===== src/rtl/lcd_pin_pkg.sv =====
package lcd_pin_pkg;

    localparam int PIX_W_DEF = 16;
    localparam int CTL_W     = 3;

    typedef enum logic {
        EDGE_RISE = 1'b0,
        EDGE_FALL = 1'b1
    } edge_e;

    typedef struct packed {
        logic sync_sel;
        logic sync_fall;
        logic swap_edge;
        logic line_low;
        logic frame_low;
        logic de_low;
        logic stn;
    } pin_cfg_t;

    typedef struct packed {
        logic line;
        logic frame;
        logic de;
    } ctl_t;

    // Bits set where the pin is active low; equals the idle level of each pin.
    function automatic ctl_t ctl_polarity(input pin_cfg_t c);
        ctl_t m;
        m.line  = c.line_low;
        m.frame = c.frame_low;
        m.de    = c.de_low & ~c.stn;
        return m;
    endfunction

    function automatic edge_e data_edge(input pin_cfg_t c);
        return c.swap_edge ? EDGE_FALL : EDGE_RISE;
    endfunction

    function automatic edge_e ctrl_edge(input pin_cfg_t c);
        return c.swap_edge ? EDGE_RISE : EDGE_FALL;
    endfunction

    function automatic edge_e sync_edge(input pin_cfg_t c);
        if (c.sync_sel)
            return c.sync_fall ? EDGE_FALL : EDGE_RISE;
        return ctrl_edge(c);
    endfunction

endpackage


===== src/rtl/lcd_cfg_latch.sv =====
module lcd_cfg_latch
    import lcd_pin_pkg::*;
(
    input  logic     clk,
    input  logic     rst,
    input  logic     frame_in,
    input  pin_cfg_t cfg_in,
    output pin_cfg_t cfg_eff,
    output pin_cfg_t cfg_q
);

    logic frame_seen;
    logic take;

    assign take    = rst | (frame_in & ~frame_seen);
    assign cfg_eff = take ? cfg_in : cfg_q;

    always_ff @(posedge clk) begin
        if (rst) frame_seen <= 1'b0;
        else     frame_seen <= frame_in;
        cfg_q <= cfg_eff;
    end

    // Without a fresh frame start, the captured configuration must not move.
    assert_cfg_hold_R9: assert property (@(posedge clk) disable iff (rst)
        (!frame_in || frame_seen) |=> $stable(cfg_q));

endmodule


===== src/rtl/lcd_launch_bank.sv =====
module lcd_launch_bank #(
    parameter int W       = 8,
    parameter bit FALLING = 1'b0
) (
    input  logic         clk,
    input  logic         rst,
    input  logic [W-1:0] d,
    input  logic [W-1:0] rst_val,
    output logic [W-1:0] q
);

    generate
        if (FALLING) begin : g_fall
            always_ff @(negedge clk) begin
                if (rst) q <= rst_val;
                else     q <= d;
            end
        end else begin : g_rise
            always_ff @(posedge clk) begin
                if (rst) q <= rst_val;
                else     q <= d;
            end
        end
    endgenerate

endmodule


===== src/rtl/lcd_edge_mux.sv =====
module lcd_edge_mux
    import lcd_pin_pkg::*;
#(
    parameter int W = 1
) (
    input  logic [W-1:0] rise_q,
    input  logic [W-1:0] fall_q,
    input  edge_e        sel,
    output logic [W-1:0] y
);

    always_comb begin
        y = (sel == EDGE_FALL) ? fall_q : rise_q;
    end

endmodule


===== src/rtl/lcd_pin_stage.sv =====
module lcd_pin_stage
    import lcd_pin_pkg::*;
#(
    parameter int PIX_W = PIX_W_DEF
) (
    input  logic             clk,
    input  logic             rst,
    input  logic             cfg_sync_sel,
    input  logic             cfg_sync_fall,
    input  logic             cfg_swap_edge,
    input  logic             cfg_line_low,
    input  logic             cfg_frame_low,
    input  logic             cfg_de_low,
    input  logic             cfg_stn,
    input  logic             line_i,
    input  logic             frame_i,
    input  logic             de_i,
    input  logic [PIX_W-1:0] pix_i,
    output logic             line_o,
    output logic             frame_o,
    output logic             de_o,
    output logic [PIX_W-1:0] pix_o
);

    localparam int BANK_W = CTL_W + PIX_W;

    pin_cfg_t cfg_in, cfg_eff, cfg_q;
    ctl_t     ctl_in, ctl_pol, ctl_idle_q;
    ctl_t     ctl_rise, ctl_fall, ctl_out;
    logic [BANK_W-1:0] rise_d, rise_rst, rise_q, fall_rst, fall_q;
    logic [PIX_W-1:0]  pix_rise, pix_fall;
    edge_e    ctl_sel [CTL_W];

    assign cfg_in = '{sync_sel:  cfg_sync_sel,  sync_fall: cfg_sync_fall,
                      swap_edge: cfg_swap_edge, line_low:  cfg_line_low,
                      frame_low: cfg_frame_low, de_low:    cfg_de_low,
                      stn:       cfg_stn};

    lcd_cfg_latch u_cfg (
        .clk      (clk),
        .rst      (rst),
        .frame_in (frame_i),
        .cfg_in   (cfg_in),
        .cfg_eff  (cfg_eff),
        .cfg_q    (cfg_q)
    );

    assign ctl_in     = '{line: line_i, frame: frame_i, de: de_i};
    assign ctl_pol    = ctl_polarity(cfg_eff);
    assign ctl_idle_q = ctl_polarity(cfg_q);

    // Polarity is applied once, ahead of both banks.
    assign rise_d   = {ctl_in ^ ctl_pol, pix_i};
    assign rise_rst = {ctl_pol, {PIX_W{1'b0}}};
    assign fall_rst = {ctl_idle_q, {PIX_W{1'b0}}};

    lcd_launch_bank #(.W(BANK_W), .FALLING(1'b0)) u_rise (
        .clk     (clk),
        .rst     (rst),
        .d       (rise_d),
        .rst_val (rise_rst),
        .q       (rise_q)
    );

    lcd_launch_bank #(.W(BANK_W), .FALLING(1'b1)) u_fall (
        .clk     (clk),
        .rst     (rst),
        .d       (rise_q),
        .rst_val (fall_rst),
        .q       (fall_q)
    );

    assign ctl_rise = ctl_t'(rise_q[BANK_W-1:PIX_W]);
    assign ctl_fall = ctl_t'(fall_q[BANK_W-1:PIX_W]);
    assign pix_rise = rise_q[PIX_W-1:0];
    assign pix_fall = fall_q[PIX_W-1:0];

    // Lane order inside ctl_t: [2] line, [1] frame, [0] de.
    assign ctl_sel[2] = sync_edge(cfg_q);
    assign ctl_sel[1] = sync_edge(cfg_q);
    assign ctl_sel[0] = ctrl_edge(cfg_q);

    generate
        for (genvar k = 0; k < CTL_W; k++) begin : g_ctl
            lcd_edge_mux #(.W(1)) u_mux (
                .rise_q (ctl_rise[k]),
                .fall_q (ctl_fall[k]),
                .sel    (ctl_sel[k]),
                .y      (ctl_out[k])
            );
        end
    endgenerate

    lcd_edge_mux #(.W(PIX_W)) u_pix_mux (
        .rise_q (pix_rise),
        .fall_q (pix_fall),
        .sel    (data_edge(cfg_q)),
        .y      (pix_o)
    );

    assign line_o  = ctl_out.line;
    assign frame_o = ctl_out.frame;
    assign de_o    = ctl_out.de;

    // Rising-launched data shows the word sampled on the previous rising edge.
    assert_pix_rise_R1: assert property (@(posedge clk) disable iff (rst)
        (!$past(rst) && !cfg_q.swap_edge) |-> pix_o == $past(pix_i));

    assert_de_rise_R2: assert property (@(posedge clk) disable iff (rst)
        (!$past(rst) && cfg_q.swap_edge)
        |-> de_o == ($past(de_i) ^ (cfg_q.de_low & ~cfg_q.stn)));

    assert_sync_follow_R3: assert property (@(posedge clk) disable iff (rst)
        (!$past(rst) && !cfg_q.sync_sel && cfg_q.swap_edge)
        |-> (line_o == ($past(line_i) ^ cfg_q.line_low)) &&
            (frame_o == ($past(frame_i) ^ cfg_q.frame_low)));

    assert_sync_own_R4: assert property (@(posedge clk) disable iff (rst)
        (!$past(rst) && cfg_q.sync_sel && !cfg_q.sync_fall)
        |-> (line_o == ($past(line_i) ^ cfg_q.line_low)) &&
            (frame_o == ($past(frame_i) ^ cfg_q.frame_low)));

    assert_de_stn_R7: assert property (@(posedge clk) disable iff (rst)
        (!$past(rst) && cfg_q.stn && cfg_q.swap_edge) |-> de_o == $past(de_i));

    assert_reset_idle_R8: assert property (@(posedge clk)
        (rst && $past(rst) && $stable(cfg_q))
        |-> (pix_o == '0) && (line_o == cfg_q.line_low) &&
            (frame_o == cfg_q.frame_low) &&
            (de_o == (cfg_q.de_low & ~cfg_q.stn)));

endmodule


===== config.mk =====
export PLATFORM = sky130hd
export DESIGN_NAME = lcd_pin_stage
export DESIGN_NICKNAME = d
export VERILOG_FILES = /design/src/rtl/lcd_pin_pkg.sv /design/src/rtl/lcd_cfg_latch.sv /design/src/rtl/lcd_launch_bank.sv /design/src/rtl/lcd_edge_mux.sv /design/src/rtl/lcd_pin_stage.sv
export SDC_FILE = /design/constraint.sdc
export NUM_CORES = 1
export LEC_CHECK = 0
export BUFFER_PORTS_ARGS = -buffer_cell sky130_fd_sc_hd__buf_2
export CORE_ASPECT_RATIO = 1.5
export CORE_MARGIN = 2
export CORE_UTILIZATION = 53
export CTS_CLUSTER_SIZE = 40
export DETAILED_ROUTE_END_ITERATION = 10
export HOLD_SLACK_MARGIN = 0.03
export PLACE_DENSITY = 0.82
export SYNTH_ARGS = -nofsm -noshare
export SYNTH_HDL_FRONTEND = slang
export SYNTH_SLANG_ARGS = --single-unit

===== constraint.sdc =====
create_clock -name clk -period 3.5 [get_ports clk]
set_input_delay 0 -clock clk [delete_from_list [all_inputs] [get_ports clk]]
set_output_delay 0 -clock clk [all_outputs]
set_load 0.02 [all_outputs]

---- After elaboration in Yosys (flattened, before gate mapping) ----
Index checks and enable logic that the tools add are counted.
Widths: inputs -> output; s select.
storage, ports and cells
  flip-flop bits (word level) ............. 46
operators by class
  multiplexer cells ....................... 13
  bitwise logic cells ..................... 8
operators by type and width
  operator     number
  $mux 19      2
  $mux 16      1
  $mux 1       9
  $mux 4       1
  $and 1x1->1  3
  $not 1->1    3
  $xor 3x3->3  1
  $or 1x1->1   1

---- Depth between registers and ports, before layout ----
  depth in word-level cells ............... 8
  gate-level depth with buffers ........... 4
  depth with buffers taken out ............ 4

---- By module ----
Synthesis repeated with hierarchy kept, for this count alone.
second synthesis, totals
  cell total of the unflattened synthesis .. 129
  area, all modules ....................... 1,959.4 sq um
modules (own cells, without submodules)
  module                             times used  cells each  area each (sq um)
  lcd_launch_bank (u_fall)           1           41          666.9
  lcd_launch_bank (u_rise)           1           40          663.1
  lcd_cfg_latch                      1           18          265.3
  lcd_edge_mux (u_pix_mux)           1           18          249.0
  lcd_pin_stage                      1           9           70.1
  lcd_edge_mux (g_ctl[0].u_mux ...)  3           1           15.0

==> impl_metrics.env <==
export IMPL_synth_seq_cells=46
export IMPL_drt_total_wl_um=3160
export IMPL_crit_path_max_fanout=1
export IMPL_num_rows=24
export IMPL_tritoncts="yes"
export IMPL_wire_per_inst_um=12.4
export IMPL_synth_top_area_share_pct=54.0
export IMPL_antenna_left=0
export IMPL_ys_seq_area_share_pct=59.6
export IMPL_fin_util_pct=78.8
export IMPL_worstReg2RegEnd="u_fall.q[16]"
export IMPL_powerDensity_nw_per_um2=535
export IMPL_dpl_hpwl_um=1950
export IMPL_worstSetupStartpointType="register"
export IMPL_numCtsBuffers=5
export IMPL_fin_setup_tns_ns=0
export IMPL_grt_pass1_wl_um=5320
export IMPL_netlist_top_cells_area="dfxtp_1 (54%), mux2_2 (17%), nor2b_1 (14%)"
export IMPL_io_buffers=46
export IMPL_fin_area_um2=2270
export IMPL_mostFrequentLayoutCell="buf_2"
export IMPL_rrSetupSlack_ns=0.98
export IMPL_antenna_cells=0
export IMPL_slew_headroom_pct=48.9
export IMPL_hold_depth=2
export IMPL_finalPower_mw=1.21
export IMPL_die_area_um2=3470
export IMPL_die_h_um=71.2
export IMPL_first_pass_iters=2
export IMPL_cts_htree_levels=2
export IMPL_hold_ws_ns=0.0460
export IMPL_cts_root_buf="clkbuf_8"
export IMPL_cp_required_ns=3.50
export IMPL_hold_class="input port to register"
export IMPL_drt_iter0_drc=4
export IMPL_ios=47
export IMPL_die_width_um=48.8
export IMPL_status="complete, no violations"
export IMPL_synth_top_area_cell="dfxtp_1"
export IMPL_syn_area_um2=1600
export IMPL_critPathKind="register to primary output"
export IMPL_initial_core_util_pct=55.3
export IMPL_rsz0062_at_grt="false"
export IMPL_placed_cell_area_um2=1850
export IMPL_grt_pass1_vias=1210
export IMPL_clk_latency_ns=0.36
export IMPL_syn2layout_area_growth_pct=42.4
export IMPL_timing_rr_start="u_cfg.cfg_q[1]"
export IMPL_cts_sinks=46
export IMPL_grt_usage_pct=20.7
export IMPL_yosysUniqueCellTypes=15
export IMPL_max_slew_worst_pin_slew_ns=0.766
export IMPL_clockBufferDepth=2
export IMPL_fillers=196
export IMPL_synth_net_count=153
export IMPL_syn_inst=125
export IMPL_drt_drc_violations_left=0
export IMPL_slew_violations=0
export IMPL_peakVddDrop_mv=0.422
export IMPL_hold_viol=0
export IMPL_end_kind="primary output"
export IMPL_synth_warning_count=0
export IMPL_p_leak_nw=1.08
export IMPL_final_cell_mix="buf_2 (46), dfxtp_1 (43), nor2b_1 (36)"
export IMPL_overflow=0
export IMPL_grt_max_degree=25
export IMPL_drive_gt1_share_pct=38.4
export IMPL_routabilityCongestion=0.740
export IMPL_viasPerCell=4.57
export IMPL_worstRegToRegCells=2
export IMPL_syn_area_per_cell_um2=12.8
export IMPL_finalSetupViolations=0
export IMPL_hold_path_end="u_cfg.frame_seen"
export IMPL_vias=1166
export IMPL_min_from="frame_i"
export IMPL_cap_violations=0
export IMPL_finClkSkew_ns=0.0642
export IMPL_clk_pin_slew_ns=0.09
export IMPL_crit_arrival_ns=2.84
export IMPL_antenna_found_initial=0
export IMPL_final_nets=243
export IMPL_cts_setup_buffers=0
export IMPL_fp_coreArea_um2=2880
==> per-stage QoR <==
step	setup slack [ns]	cells
2_1_floorplan	0.984	125
3_3_place_gp	0.970	205
3_5_place_dp	0.915	205
4_1_cts	0.667	255
5_1_grt	0.617	255
6_report	0.661	255
==> layout make-up <==
| cell class | count | area, um2 | area share (%) |
|---|---|---|---|
| Multi-Input combinational cell | 70 | 601 | 26.4 |
| Sequential cell | 46 | 951 | 41.9 |
| Timing Repair Buffer | 71 | 478 | 21.0 |
| Clock buffer | 5 | 68.8 | 3.03 |
| Clock inverter | 22 | 118 | 5.18 |
| Tap cell | 39 | 48.8 | 2.15 |
| Inverter | 2 | 7.51 | 0.330 |
==> cell usage after synthesis <==
| cell type | n |
|---|---|
| dfxtp_1 | 43 |
| nor2b_1 | 36 |
| mux2_2 | 24 |
| buf_2 | 5 |
| edfxtp_1 | 3 |
| inv_1 | 3 |
| mux2_4 | 2 |
| xnor2_1 | 2 |
| a21oi_4 | 1 |
| buf_4 | 1 |
| mux2i_1 | 1 |
| nand2_1 | 1 |
| nand2b_1 | 1 |
| o21ai_0 | 1 |
| xor2_2 | 1 |
==> state kept, by name (all words and copies together) (netlist names) <==
register,cells
u_fall.q,19
u_cfg.frame_seen,1
u_cfg.cfg_q,7
u_rise.q,19
==> cells by family after synthesis <==
| logic type | Yosys count | synth area share [%] |
|---|---|---|
| AND/OR/NAND/NOR | 38 | 14.7 |
| AO/OA/AOI/OAI | 2 | 1.33 |
| buffers and inverters | 9 | 2.74 |
| flip-flops | 46 | 59.6 |
| XOR/XNOR | 3 | 2.12 |
| multiplexers | 27 | 19.5 |
==> worst max-delay path by stage <==
| stage | from | endpoint | slack, ns | depth (start not counted) |
|---|---|---|---|---|
| 2_1_floorplan | u_cfg.cfg_q[1] | u_fall.q[16] | 0.98 | 2 |
| 3_3_place_gp | rst | u_fall.q[5] | 0.97 | 3 |
| 3_5_place_dp | rst | u_fall.q[12] | 0.92 | 3 |
| 4_1_cts | u_fall.q[12] | pix_o[12] | 0.67 | 2 |
| 5_1_grt | u_fall.q[11] | pix_o[11] | 0.62 | 2 |
| 6_report | u_fall.q[11] | pix_o[11] | 0.66 | 2 |
==> critical path, stage by stage, from the launching register on <==
cell and delay, ns:
dfxtp_1 0.30, mux2_2 0.27, buf_2 0.16
==> per-layer routing <==
layer	up-vias	wire (um)	GRT usage, %
met5	-	0	0
met2	35	1690	37.7
met3	9	145	5.70
met4	0	80	10.5
met1	543	1240	21.4
li1	579	-	-
==> what timing repair did <==
| action | in CTS | in global routing |
|---|---|---|
| endpoints found under the hold margin | 25 | 0 |
| gates resized for setup | 0 | 0 |
| hold buffers | 24 | 0 |
==> power breakdown <==
group          switching, mW  internal, mW
registers             0.0173         0.566
clock network          0.239         0.242
logic                 0.0661        0.0843
total                  0.322         0.893
(Power assumes the default switching activity.)
